`config.mk`:
```
export PLATFORM = sky130hd
export DESIGN_NAME = ladder_scan_engine
export DESIGN_NICKNAME = d
export VERILOG_FILES = /design/src/rtl/ladder_pkg.sv /design/src/rtl/ladder_prog_mem.sv /design/src/rtl/ladder_rung_eval.sv /design/src/rtl/ladder_scan_ctrl.sv /design/src/rtl/ladder_scan_engine.sv
export SDC_FILE = /design/constraint.sdc
export NUM_CORES = 1
export LEC_CHECK = 0
export ABC_AREA = 1
export BUFFER_PORTS_ARGS = -buffer_cell sky130_fd_sc_hd__buf_4
export CORE_UTILIZATION = 45
export CTS_CLUSTER_SIZE = 28
export DETAILED_ROUTE_END_ITERATION = 6
export PLACE_DENSITY_LB_ADDON = 0.15
export SLEW_MARGIN = 40
export SYNTH_ARGS = -nofsm -noshare
export SYNTH_HDL_FRONTEND = slang
export SYNTH_HIERARCHICAL = 1
export SYNTH_SLANG_ARGS = --single-unit
```
`constraint.sdc`:
```
create_clock -name clk_i -period 2.9 [get_ports clk_i]
set_input_delay 0.58 -clock clk_i [delete_from_list [all_inputs] [get_ports clk_i]]
set_output_delay 0.58 -clock clk_i [all_outputs]
set_load 0.02 [all_outputs]
```
`src/rtl/ladder_pkg.sv`:
```
package ladder_pkg;
  typedef enum logic [1:0] {
    PH_IDLE  = 2'd0,
    PH_EXEC  = 2'd1,
    PH_WRITE = 2'd2
  } phase_e;
endpackage

```
`src/rtl/ladder_prog_mem.sv`:
```
module ladder_prog_mem #(
  parameter int N_RUNGS = 16,
  parameter int WORD_W  = 47,
  parameter int IDX_W   = 4
) (
  input  logic              clk_i,
  input  logic              rst_ni,
  input  logic              we_i,
  input  logic              busy_i,
  input  logic [IDX_W-1:0]  waddr_i,
  input  logic [WORD_W-1:0] wdata_i,
  input  logic [IDX_W-1:0]  raddr_i,
  output logic [WORD_W-1:0] rdata_o
);
  logic [WORD_W-1:0] mem_q [N_RUNGS];
  logic              wr_ok;

  assign wr_ok   = we_i && !busy_i && (int'(waddr_i) < N_RUNGS);
  assign rdata_o = mem_q[raddr_i];

  always_ff @(posedge clk_i or negedge rst_ni) begin
    if (!rst_ni) begin
      for (int i = 0; i < N_RUNGS; i++) mem_q[i] <= '0;
    end else if (wr_ok) begin
      mem_q[waddr_i] <= wdata_i;
    end
  end


  busy_wr_ignored_chk: assert property (@(posedge clk_i) disable iff (!rst_ni)
    (we_i && busy_i && int'(waddr_i) < N_RUNGS) |=> mem_q[$past(waddr_i)] == $past(mem_q[waddr_i]));

  idle_wr_stored_chk: assert property (@(posedge clk_i) disable iff (!rst_ni)
    (we_i && !busy_i && int'(waddr_i) < N_RUNGS) |=> mem_q[$past(waddr_i)] == $past(wdata_i));
endmodule

```
`src/rtl/ladder_rung_eval.sv`:
```
module ladder_rung_eval #(
  parameter int ADDR_W = 5,
  parameter int P      = 2,
  parameter int K      = 3,
  localparam int SLOT_W = ADDR_W + 2,
  localparam int WORD_W = ADDR_W + P * K * SLOT_W,
  localparam int TBL_N  = 2 ** ADDR_W
) (
  input  logic [WORD_W-1:0] rung_i,
  input  logic [TBL_N-1:0]  table_i,
  output logic [ADDR_W-1:0] coil_o,
  output logic              val_o,
  output logic              wr_en_o
);
  logic [P-1:0] term_act;
  logic [P-1:0] term_val;

  for (genvar t = 0; t < P; t++) begin : g_term
    logic [K-1:0] vld;
    logic [K-1:0] hit;
    for (genvar j = 0; j < K; j++) begin : g_slot
      logic [SLOT_W-1:0] slot;
      assign slot   = rung_i[ADDR_W + (t*K + j)*SLOT_W +: SLOT_W];
      assign vld[j] = slot[ADDR_W+1];
      // invalid slots are transparent to the AND
      assign hit[j] = !vld[j] || (table_i[slot[ADDR_W-1:0]] ^ slot[ADDR_W]);
    end
    assign term_act[t] = |vld;
    assign term_val[t] = term_act[t] && (&hit);
  end

  assign coil_o  = rung_i[ADDR_W-1:0];
  assign val_o   = |term_val;
  assign wr_en_o = |term_act;
endmodule

```
`src/rtl/ladder_scan_ctrl.sv`:
```
module ladder_scan_ctrl
  import ladder_pkg::*;
#(
  parameter int N_RUNGS = 16,
  localparam int IDX_W  = $clog2(N_RUNGS)
) (
  input  logic             clk_i,
  input  logic             rst_ni,
  input  logic             start_i,
  output logic [IDX_W-1:0] idx_o,
  output logic             sample_o,
  output logic             exec_o,
  output logic             write_o,
  output logic             busy_o
);
  localparam logic [IDX_W-1:0] LAST = IDX_W'(N_RUNGS - 1);

  phase_e           state_q;
  logic [IDX_W-1:0] idx_q;

  always_ff @(posedge clk_i or negedge rst_ni) begin
    if (!rst_ni) begin
      state_q <= PH_IDLE;
      idx_q   <= '0;
    end else begin
      unique case (state_q)
        PH_IDLE: if (start_i) begin
          state_q <= PH_EXEC;
          idx_q   <= '0;
        end
        PH_EXEC: begin
          if (idx_q == LAST) state_q <= PH_WRITE;
          else               idx_q   <= idx_q + 1'b1;
        end
        PH_WRITE: state_q <= PH_IDLE;
        default:  state_q <= PH_IDLE;
      endcase
    end
  end

  assign idx_o    = idx_q;
  assign sample_o = (state_q == PH_IDLE) && start_i;
  assign exec_o   = (state_q == PH_EXEC);
  assign write_o  = (state_q == PH_WRITE);
  assign busy_o   = (state_q != PH_IDLE);


  exec_step_chk: assert property (@(posedge clk_i) disable iff (!rst_ni)
    (state_q == PH_EXEC && idx_q != LAST) |=> (state_q == PH_EXEC && idx_q == IDX_W'($past(idx_q) + 1'b1)));

  exec_end_chk: assert property (@(posedge clk_i) disable iff (!rst_ni)
    (state_q == PH_EXEC && idx_q == LAST) |=> state_q == PH_WRITE);

  busy_start_ignored_chk: assert property (@(posedge clk_i) disable iff (!rst_ni)
    (state_q == PH_EXEC && idx_q != LAST && start_i) |=> idx_q != '0);
endmodule

```
`src/rtl/ladder_scan_engine.sv`:
```
module ladder_scan_engine
  import ladder_pkg::*;
#(
  parameter int N_RUNGS = 16,
  parameter int ADDR_W  = 5,
  parameter int P       = 2,
  parameter int K       = 3,
  parameter int N_IN    = 4,
  parameter int N_OUT   = 4,
  localparam int IDX_W  = $clog2(N_RUNGS),
  localparam int SLOT_W = ADDR_W + 2,
  localparam int WORD_W = ADDR_W + P * K * SLOT_W,
  localparam int TBL_N  = 2 ** ADDR_W
) (
  input  logic              clk_i,
  input  logic              rst_ni,
  input  logic              start_scan_i,
  input  logic [N_IN-1:0]   in_i,
  output logic [N_OUT-1:0]  out_o,
  output logic              scan_done_o,
  output logic              busy_o,
  input  logic              prog_we_i,
  input  logic [IDX_W-1:0]  prog_addr_i,
  input  logic [WORD_W-1:0] prog_data_i
);
  logic [TBL_N-1:0]  tbl_q;
  logic [IDX_W-1:0]  idx;
  logic              sample, exec, wr_out, busy;
  logic [WORD_W-1:0] rung;
  logic [ADDR_W-1:0] coil;
  logic              coil_val, coil_we;

  ladder_scan_ctrl #(.N_RUNGS(N_RUNGS)) u_ctrl (
    .clk_i    (clk_i),
    .rst_ni   (rst_ni),
    .start_i  (start_scan_i),
    .idx_o    (idx),
    .sample_o (sample),
    .exec_o   (exec),
    .write_o  (wr_out),
    .busy_o   (busy)
  );

  ladder_prog_mem #(.N_RUNGS(N_RUNGS), .WORD_W(WORD_W), .IDX_W(IDX_W)) u_mem (
    .clk_i   (clk_i),
    .rst_ni  (rst_ni),
    .we_i    (prog_we_i),
    .busy_i  (busy),
    .waddr_i (prog_addr_i),
    .wdata_i (prog_data_i),
    .raddr_i (idx),
    .rdata_o (rung)
  );

  ladder_rung_eval #(.ADDR_W(ADDR_W), .P(P), .K(K)) u_eval (
    .rung_i  (rung),
    .table_i (tbl_q),
    .coil_o  (coil),
    .val_o   (coil_val),
    .wr_en_o (coil_we)
  );

  // bit table: input sample, then write-through of each rung's coil
  always_ff @(posedge clk_i or negedge rst_ni) begin
    if (!rst_ni) begin
      tbl_q <= '0;
    end else if (sample) begin
      tbl_q[N_IN-1:0] <= in_i;
    end else if (exec && coil_we) begin
      tbl_q[coil] <= coil_val;
    end
  end

  always_ff @(posedge clk_i or negedge rst_ni) begin
    if (!rst_ni) begin
      out_o       <= '0;
      scan_done_o <= 1'b0;
    end else begin
      scan_done_o <= wr_out;
      if (wr_out) out_o <= tbl_q[N_IN +: N_OUT];
    end
  end

  assign busy_o = busy;


  out_only_at_done_chk: assert property (@(posedge clk_i) disable iff (!rst_ni)
    !$stable(out_o) |-> scan_done_o);

  done_single_pulse_chk: assert property (@(posedge clk_i) disable iff (!rst_ni)
    scan_done_o |=> !scan_done_o);

  input_sample_chk: assert property (@(posedge clk_i) disable iff (!rst_ni)
    sample |=> tbl_q[N_IN-1:0] == $past(in_i));

  empty_rung_hold_chk: assert property (@(posedge clk_i) disable iff (!rst_ni)
    (exec && !coil_we) |=> $stable(tbl_q));
endmodule

```
==> results of run 1 <==
==> cell families (layout without fill, tap and decap cells) <==
family,after synthesis,in the layout
buf+inv,1075,1226
flops,795,795
compound gates,779,779
fa+ha+maj,1,1
simple gates,2903,2903
mux,4,4
==> timing repair <==
action                                  in CTS  in global routing
setup buffers                               31                 16
endpoints found under the hold margin       20                  0
resized for setup                          147                131
cloned                                      15                  5
pin swaps                                   44                 84
hold buffers                                 1                  0
endpoints found under the setup margin      32                 32
==> stage by stage <==
step                setup WS, ns  hold WS [ns]  TNS (ns)  power (mW)
CTS                      -0.1401        0.2222    -2.210       55.72
floorplan               0.003543        0.2844         0       31.83
global route             -0.4157        0.2728    -10.82       61.53
global placement         -0.3256        0.4656    -6.510       40.67
detailed placement       -0.3243        0.4723    -6.865       40.87
finish                   -0.2181        0.2607    -5.284       57.44
==> tightest hold or removal path, cell delays in order <==
cell     delay, ns
buf_4         0.11
nand2_1       0.05
nand2_1       0.05
nand2_1       0.04
nand2_1       0.04
==> sequential cells by signal, summed over array words and instances (netlist names) <==
name            count
u_ctrl/state_q      2
u_ctrl/idx_o        4
u_mem/mem_q       752
out_o               4
scan_done_o         1
tbl_q              32
==> power by group through the flow <==
stage	registers, mW	clock network [mW]	logic, mW
after floorplan	15.9	0	15.9
after global placement	16.7	0	23.9
after detailed placement	16.8	0	24.1
after CTS	16.6	11.8	27.3
after global routing	17.1	12.2	32.3
final	16.7	11.6	29.2
==> layout make-up <==
| type | count | share of cell area |
|---|---|---|
| sequential | 795 | 0.4135 |
| tap | 1165 | 0.03027 |
| timing repair buffer | 386 | 0.09061 |
| clock inverter | 26 | 0.006860 |
| inverter | 680 | 0.05527 |
| timing repair inverter | 2 | 0.001039 |
| multi-input combinational | 3687 | 0.3478 |
| clock buffer | 132 | 0.05467 |
==> layout by cell type (no fill, tap or decap), types with 8 or more instances in the layout <==
cell type | synthesis | routed
buf_8 | 0 | 11
o21ai_2 | 0 | 16
buf_16 | 0 | 10
nand3_1 | 745 | 673
nor2_1 | 18 | 12
inv_4 | 6 | 8
clkbuf_16 | 0 | 97
buf_12 | 0 | 80
inv_2 | 7 | 13
clkbuf_8 | 0 | 18
buf_6 | 18 | 11
buf_4 | 11 | 266
nand4_1 | 16 | 16
nand2_1 | 2095 | 2024
o21ai_1 | 69 | 55
nand2_2 | 5 | 44
inv_1 | 666 | 651
o21ai_0 | 710 | 708
nand2_4 | 0 | 32
clkbuf_1 | 202 | 22
nor2_2 | 5 | 9
dfrtp_1 | 795 | 791
clkinv_2 | 0 | 12
nand3_2 | 1 | 71
==> metal layers <==
layer | track usage | part of all wire
met3 | 0.05130 | 0.067
met1 | 0.4155 | 0.45
met5 | 0 | 0
met4 | 0.09149 | 0.024
met2 | 0.4616 | 0.46
==> worst paths after layout <==
path                                        from                to  slack [ns]
worst max register to register   u_ctrl/idx_o[0]         tbl_q[22]       -0.22
worst min register to register  u_mem/mem_q[657]  u_mem/mem_q[657]        0.48
min in group asynchronous                 rst_ni  u_mem/mem_q[345]        0.45
max in group asynchronous                 rst_ni   u_mem/mem_q[29]        1.51
worst min-delay path                     in_i[2]          tbl_q[2]        0.26
worst max-delay path             u_ctrl/idx_o[0]         tbl_q[22]       -0.22
==> run metrics, run 1 <==
stages on the worst setup path 27; P_int 33.10 mW; CTS Buf Count 90; Area growth, synth to finish 19.74%; share of cells above drive strength 1 0.1302; Final GP Congestion 0.9230; status complete, but fails checks; DR WL/cell 19.17 um; synthesized net count 5,617; Net Sw Frac 0.4237; Max Cap Viol 0; sequential cell area fraction in the yosys report 0.4947; clk sinks 795; Worst Path Required 3.49 ns; reg2reg path depth 27; worst clock skew 0.02706 ns; slowest stage delay, CP 0.46 ns; #FFs+latches synth 795; CTS tree built; highest fanout seen on the critical path 8; family with the most delay on the worst path simple AND/OR/NAND/NOR gates; clock period minus worst slack 3.118 ns; Buffers & Inverters on Critical Path 10; xor/xnor cell area share of the yosys netlist 0; first drt pass iteration count 7; filler cell count 8,435; largest family of logic cells by synthesized area simple AND/OR/NAND/NOR gates; Top FF cell, synth dfrtp_1; ANT nets after route 0; Register Area 19,910 um^2; Total GRT Usage 0.2947; top cells by count, synth nand2_1, dfrtp_1, nand3_1; Clk pwr share 0.201; setup violators final 32; sequential power share 0.291; Final Hold Vio Count 0; leakage 23.78 nW; GRT overflow 0; Relative slew margins 0.4667; arrival time worst endpoint 3.70 ns; Die Height 300.9 um; worst setup margin -0.2181 ns; initial antenna violation count 0; Comb power frac 0.508; P_sw 24.34 mW; multi-input logic area 16,750 um^2; failing checks DRC, setup timing; top cell type's share of synthesized area 0.4947; worst slew pin tran 0.7971 ns; complex-gate fraction of the synthesized area 0.09695; area share of and/or/nand/nor cells after synthesis 0.2980; Clock Root Buffer clkbuf_16; # DRC 8; Die ar. 90,560 um^2; Syn Area/Cell 7.237 um^2; Port Buf Inserts 64; startpoint type of the worst setup path flop; Detail Placement HPWL 74,370 um; ranking of synthesized cells by area dfrtp_1, nand2_1, nand3_1; DR vias/cell 5.249; area leader, netlist dfrtp_1; Cell Area, Synth 40,210 um^2; Fmax achieved 320.7 MHz; placed cell areas 43,290 um^2; final instance area 48,150 um^2; Worst-Skew Late Latency 0.68 ns; total core area 88,510 um^2; crit end category flop; Synth cell types 26; EDFF count, synth 0; # diodes 0; # placed instances 6,652; Synth async-reset ratio 1.000; fin. max-slew vios 0; io pins 65; number of H-tree levels 3; Synth Instances 5,557; final non-filler cell total 6,873; Bufs on Longest Clock Path 3; Hold WC Path Type input pin to flop; first-pass GRT wire length 205,300 um; final net count 5,702; RSZ-0062 raised after global routing true; vias in the first global route 34,091; fin util 0.5440; largest net degree at the start of global routing 95; Crit Path Class flop to flop; # rows 109; final worst path period share 1.075; PD cells 1193 nW/um^2; CP max-delay cell dfrtp_4; worst hold path cell count 5; drt total wl 131,800 um; Die W 300.9 um; Adder-Cell Fraction of Synth Area 0.0003111; vias after detailed routing 36,075; initial detailed-routing violation count 3,669; clock-pin slew on the worst setup and hold paths 0.06 ns; count leader, synth nand2_1; Max IR drop VDD 1.300 mV; synth warn 6; Initial Util 0.4543; mux share of post-synthesis cell area 0.001120
Power figures use the tool's default switching activity.
==> run 2, diff against run 1 <==
CORE_UTILIZATION = 50   (was 45)
==> run 2 against run 1 <==
Against the previous run:
- the run ends with setup timing left
- register-to-register slack got worse by 0.02 ns
- sequential share of layout area rose by 0.71 points
- routed wire length fell by 4.0%
- via count barely moved
- global-route usage rose by 1.3 points
- clock power barely moved
- final cell count fell by 2.4%
- die area fell by 9.9%
- highest routed layer unchanged
==> run metrics, run 2 (synthesized netlist as in run 1, its figures left out) <==
status complete, but fails checks; pre-CTS WS -0.2848 ns (+0.03947 ns); worst hold slack 0.3361 ns (+0.07536 ns); io pins 65 (unchanged); biggest regs u_mem/mem_q: 752 flops, tbl_q: 32 flops; worst r2r src u_ctrl/idx_o[0]; Crit Path Class flop to flop; Relative slew margins 0.4460 (-0.02064); RSZ-0062 raised after global routing true; DR WL/cell 18.85 um (-1.7%); vias after detailed routing 36,088 (+0.036%); Port Buf Inserts 64 (unchanged); fin. max-slew vios 0 (unchanged); clock period minus worst slack 3.133 ns (+0.01532 ns); Max Cap Viol 0 (unchanged); worst hold endpoint tbl_q[0]; setup violators final 32 (unchanged); DR vias/cell 5.377 (+2.5%); Clock Root Buffer clkbuf_16; final worst path period share 1.080 (+0.005284); CP max-delay cell dfrtp_4; Total GRT Usage 0.3074 (+0.01273); worst reg2reg endpoint tbl_q[0]; Bufs on Longest Clock Path 3 (unchanged); first drt pass iteration count 7 (unchanged); final net count 5,649 (-0.93%); Largest Register u_mem/mem_q; Fmax achieved 319.1 MHz (-0.49%); worst slew pin tran 0.8310 ns (+0.03390 ns); min-delay src in_i[0]; total core area 79,260 um^2 (-10%); failing checks setup timing; largest net degree at the start of global routing 95 (unchanged); Hold WC Path Type input pin to flop; Die ar. 81,560 um^2 (-9.9%); R2R Setup Slk -0.23 ns (-0.02 ns); first-pass GRT wire length 195,600 um (-4.8%); Die Height 285.6 um (-5.1%); CTS Buf Count 89 (-1.1%); initial antenna violation count 0 (unchanged); crit end category flop; CTS tree built; number of flip-flops in the largest register 752 (unchanged); Worst-Skew Late Latency 0.65 ns (-0.03 ns); clk sinks 795 (unchanged); commonest non-fill, non-tap cells in the layout nand2_1, dfrtp_1, o21ai_0; vias in the first global route 33,585 (-1.5%); Area growth, synth to finish 17.71%; ANT nets after route 0 (unchanged); # DRC 0 (-8); # rows 103 (-5.5%); Max IR drop VDD 1.187 mV (-8.7%); share of cells above drive strength 1 0.1138 (-0.01641); Die W 285.6 um (-5.1%); highest fanout seen on the critical path 8 (unchanged); startpoint type of the worst setup path flop; Final Hold Vio Count 0 (unchanged); arrival time worst endpoint 3.70 ns (about the same); Final GP Congestion 0.9265 (+0.38%); worst hold path cell count 5 (unchanged); reg2reg path depth 30 (+11%); PD cells 1167 nW/um^2 (-2.2%); Initial Util 0.5074 (+0.05305); most common cell after layout, fill and taps aside nand2_1; initial detailed-routing violation count 3,423 (-6.7%); worst setup margin -0.2334 ns (-0.01532 ns); number of H-tree levels 3 (unchanged); # diodes 0 (unchanged); slowest stage delay, CP 0.52 ns (+0.06 ns); worst clock skew 0.02672 ns (-0.0003438 ns); leakage 23.48 nW (-1.3%); Detail Placement HPWL 71,370 um (-4.0%); GRT overflow 0 (unchanged); clock-pin slew on the worst setup and hold paths 0.06 ns (about the same); Worst Path Required 3.47 ns (-0.02 ns); drt total wl 126,500 um (-4.0%)
## run 2: metal layers
metal  GRT usage  up-vias  routed length [um]
met2      0.4948     1193               57850
met4     0.08757        0                3538
met5           0        -                   0
met3     0.03963      213                8662
met1      0.4363    17231               56420
li1            -    17451                   -
## run 2: stage by stage
step / power [mW] / util / std cells / setup TNS (ns) / instance area [um^2]
finish: 55.25 / 0.5972 / 6711 / -5.139 / 47330
global route: 59.05 / 0.5972 / 6711 / -10.61 / 47330
CTS: 52.31 / 0.5814 / 6666 / -4.021 / 46080
detailed placement: 39.97 / 0.5400 / 6493 / -6.995 / 42800
global placement: 39.69 / 0.5400 / 6493 / -6.498 / 42800
floorplan: 31.83 / - / 5557 / 0 / 40360
## run 2: cell type report
class	instances	area (um^2)
sequential	795	19910
timing repair inverter	1	16.27
fill	7300	31920
clock buffer	136	2720
inverter	680	2630
clock inverter	27	299.0
timing repair buffer	335	3946
multi-input combinational	3687	16500
tap	1050	1314
## run 2: power breakdown
part / switching, mW / internal (mW) / leakage (nW) / total [mW]
Clock: 4.62 / 6.98 / 1.50 / 11.6
Sequential: 2.42 / 14.3 / 10.8 / 16.7
Combinational: 16.2 / 10.8 / 11.2 / 26.9
## run 2: repair_timing
action                                  in CTS  in global routing
hold buffers                                 1                  0
endpoints found under the setup margin      32                 32
gates resized for setup                     35                147
pin swaps                                    1                 44
cloned                                       3                 22
endpoints found under the hold margin       31                  0
buffers inserted                             6                 25
## run 2: critical path: cells and delay by family (launching register included)
| family | cells | cell delay (ns) |
|---|---|---|
| DFF | 1 | 0.52 |
| buffers and inverters | 8 | 0.83 |
| and+or+nand+nor | 22 | 1.69 |
## run 2: worst max-delay path by stage
stage	slack [ns]	end	startpoint	cells after the start
floorplan	0.004	tbl_q[0]	u_ctrl/idx_o[0]	32
global placement	-0.28	tbl_q[0]	u_ctrl/idx_o[0]	26
detailed placement	-0.28	tbl_q[0]	u_ctrl/idx_o[0]	26
CTS	-0.17	tbl_q[0]	u_ctrl/idx_o[0]	26
global route	-0.44	tbl_q[0]	u_ctrl/idx_o[0]	30
finish	-0.23	tbl_q[0]	u_ctrl/idx_o[0]	30
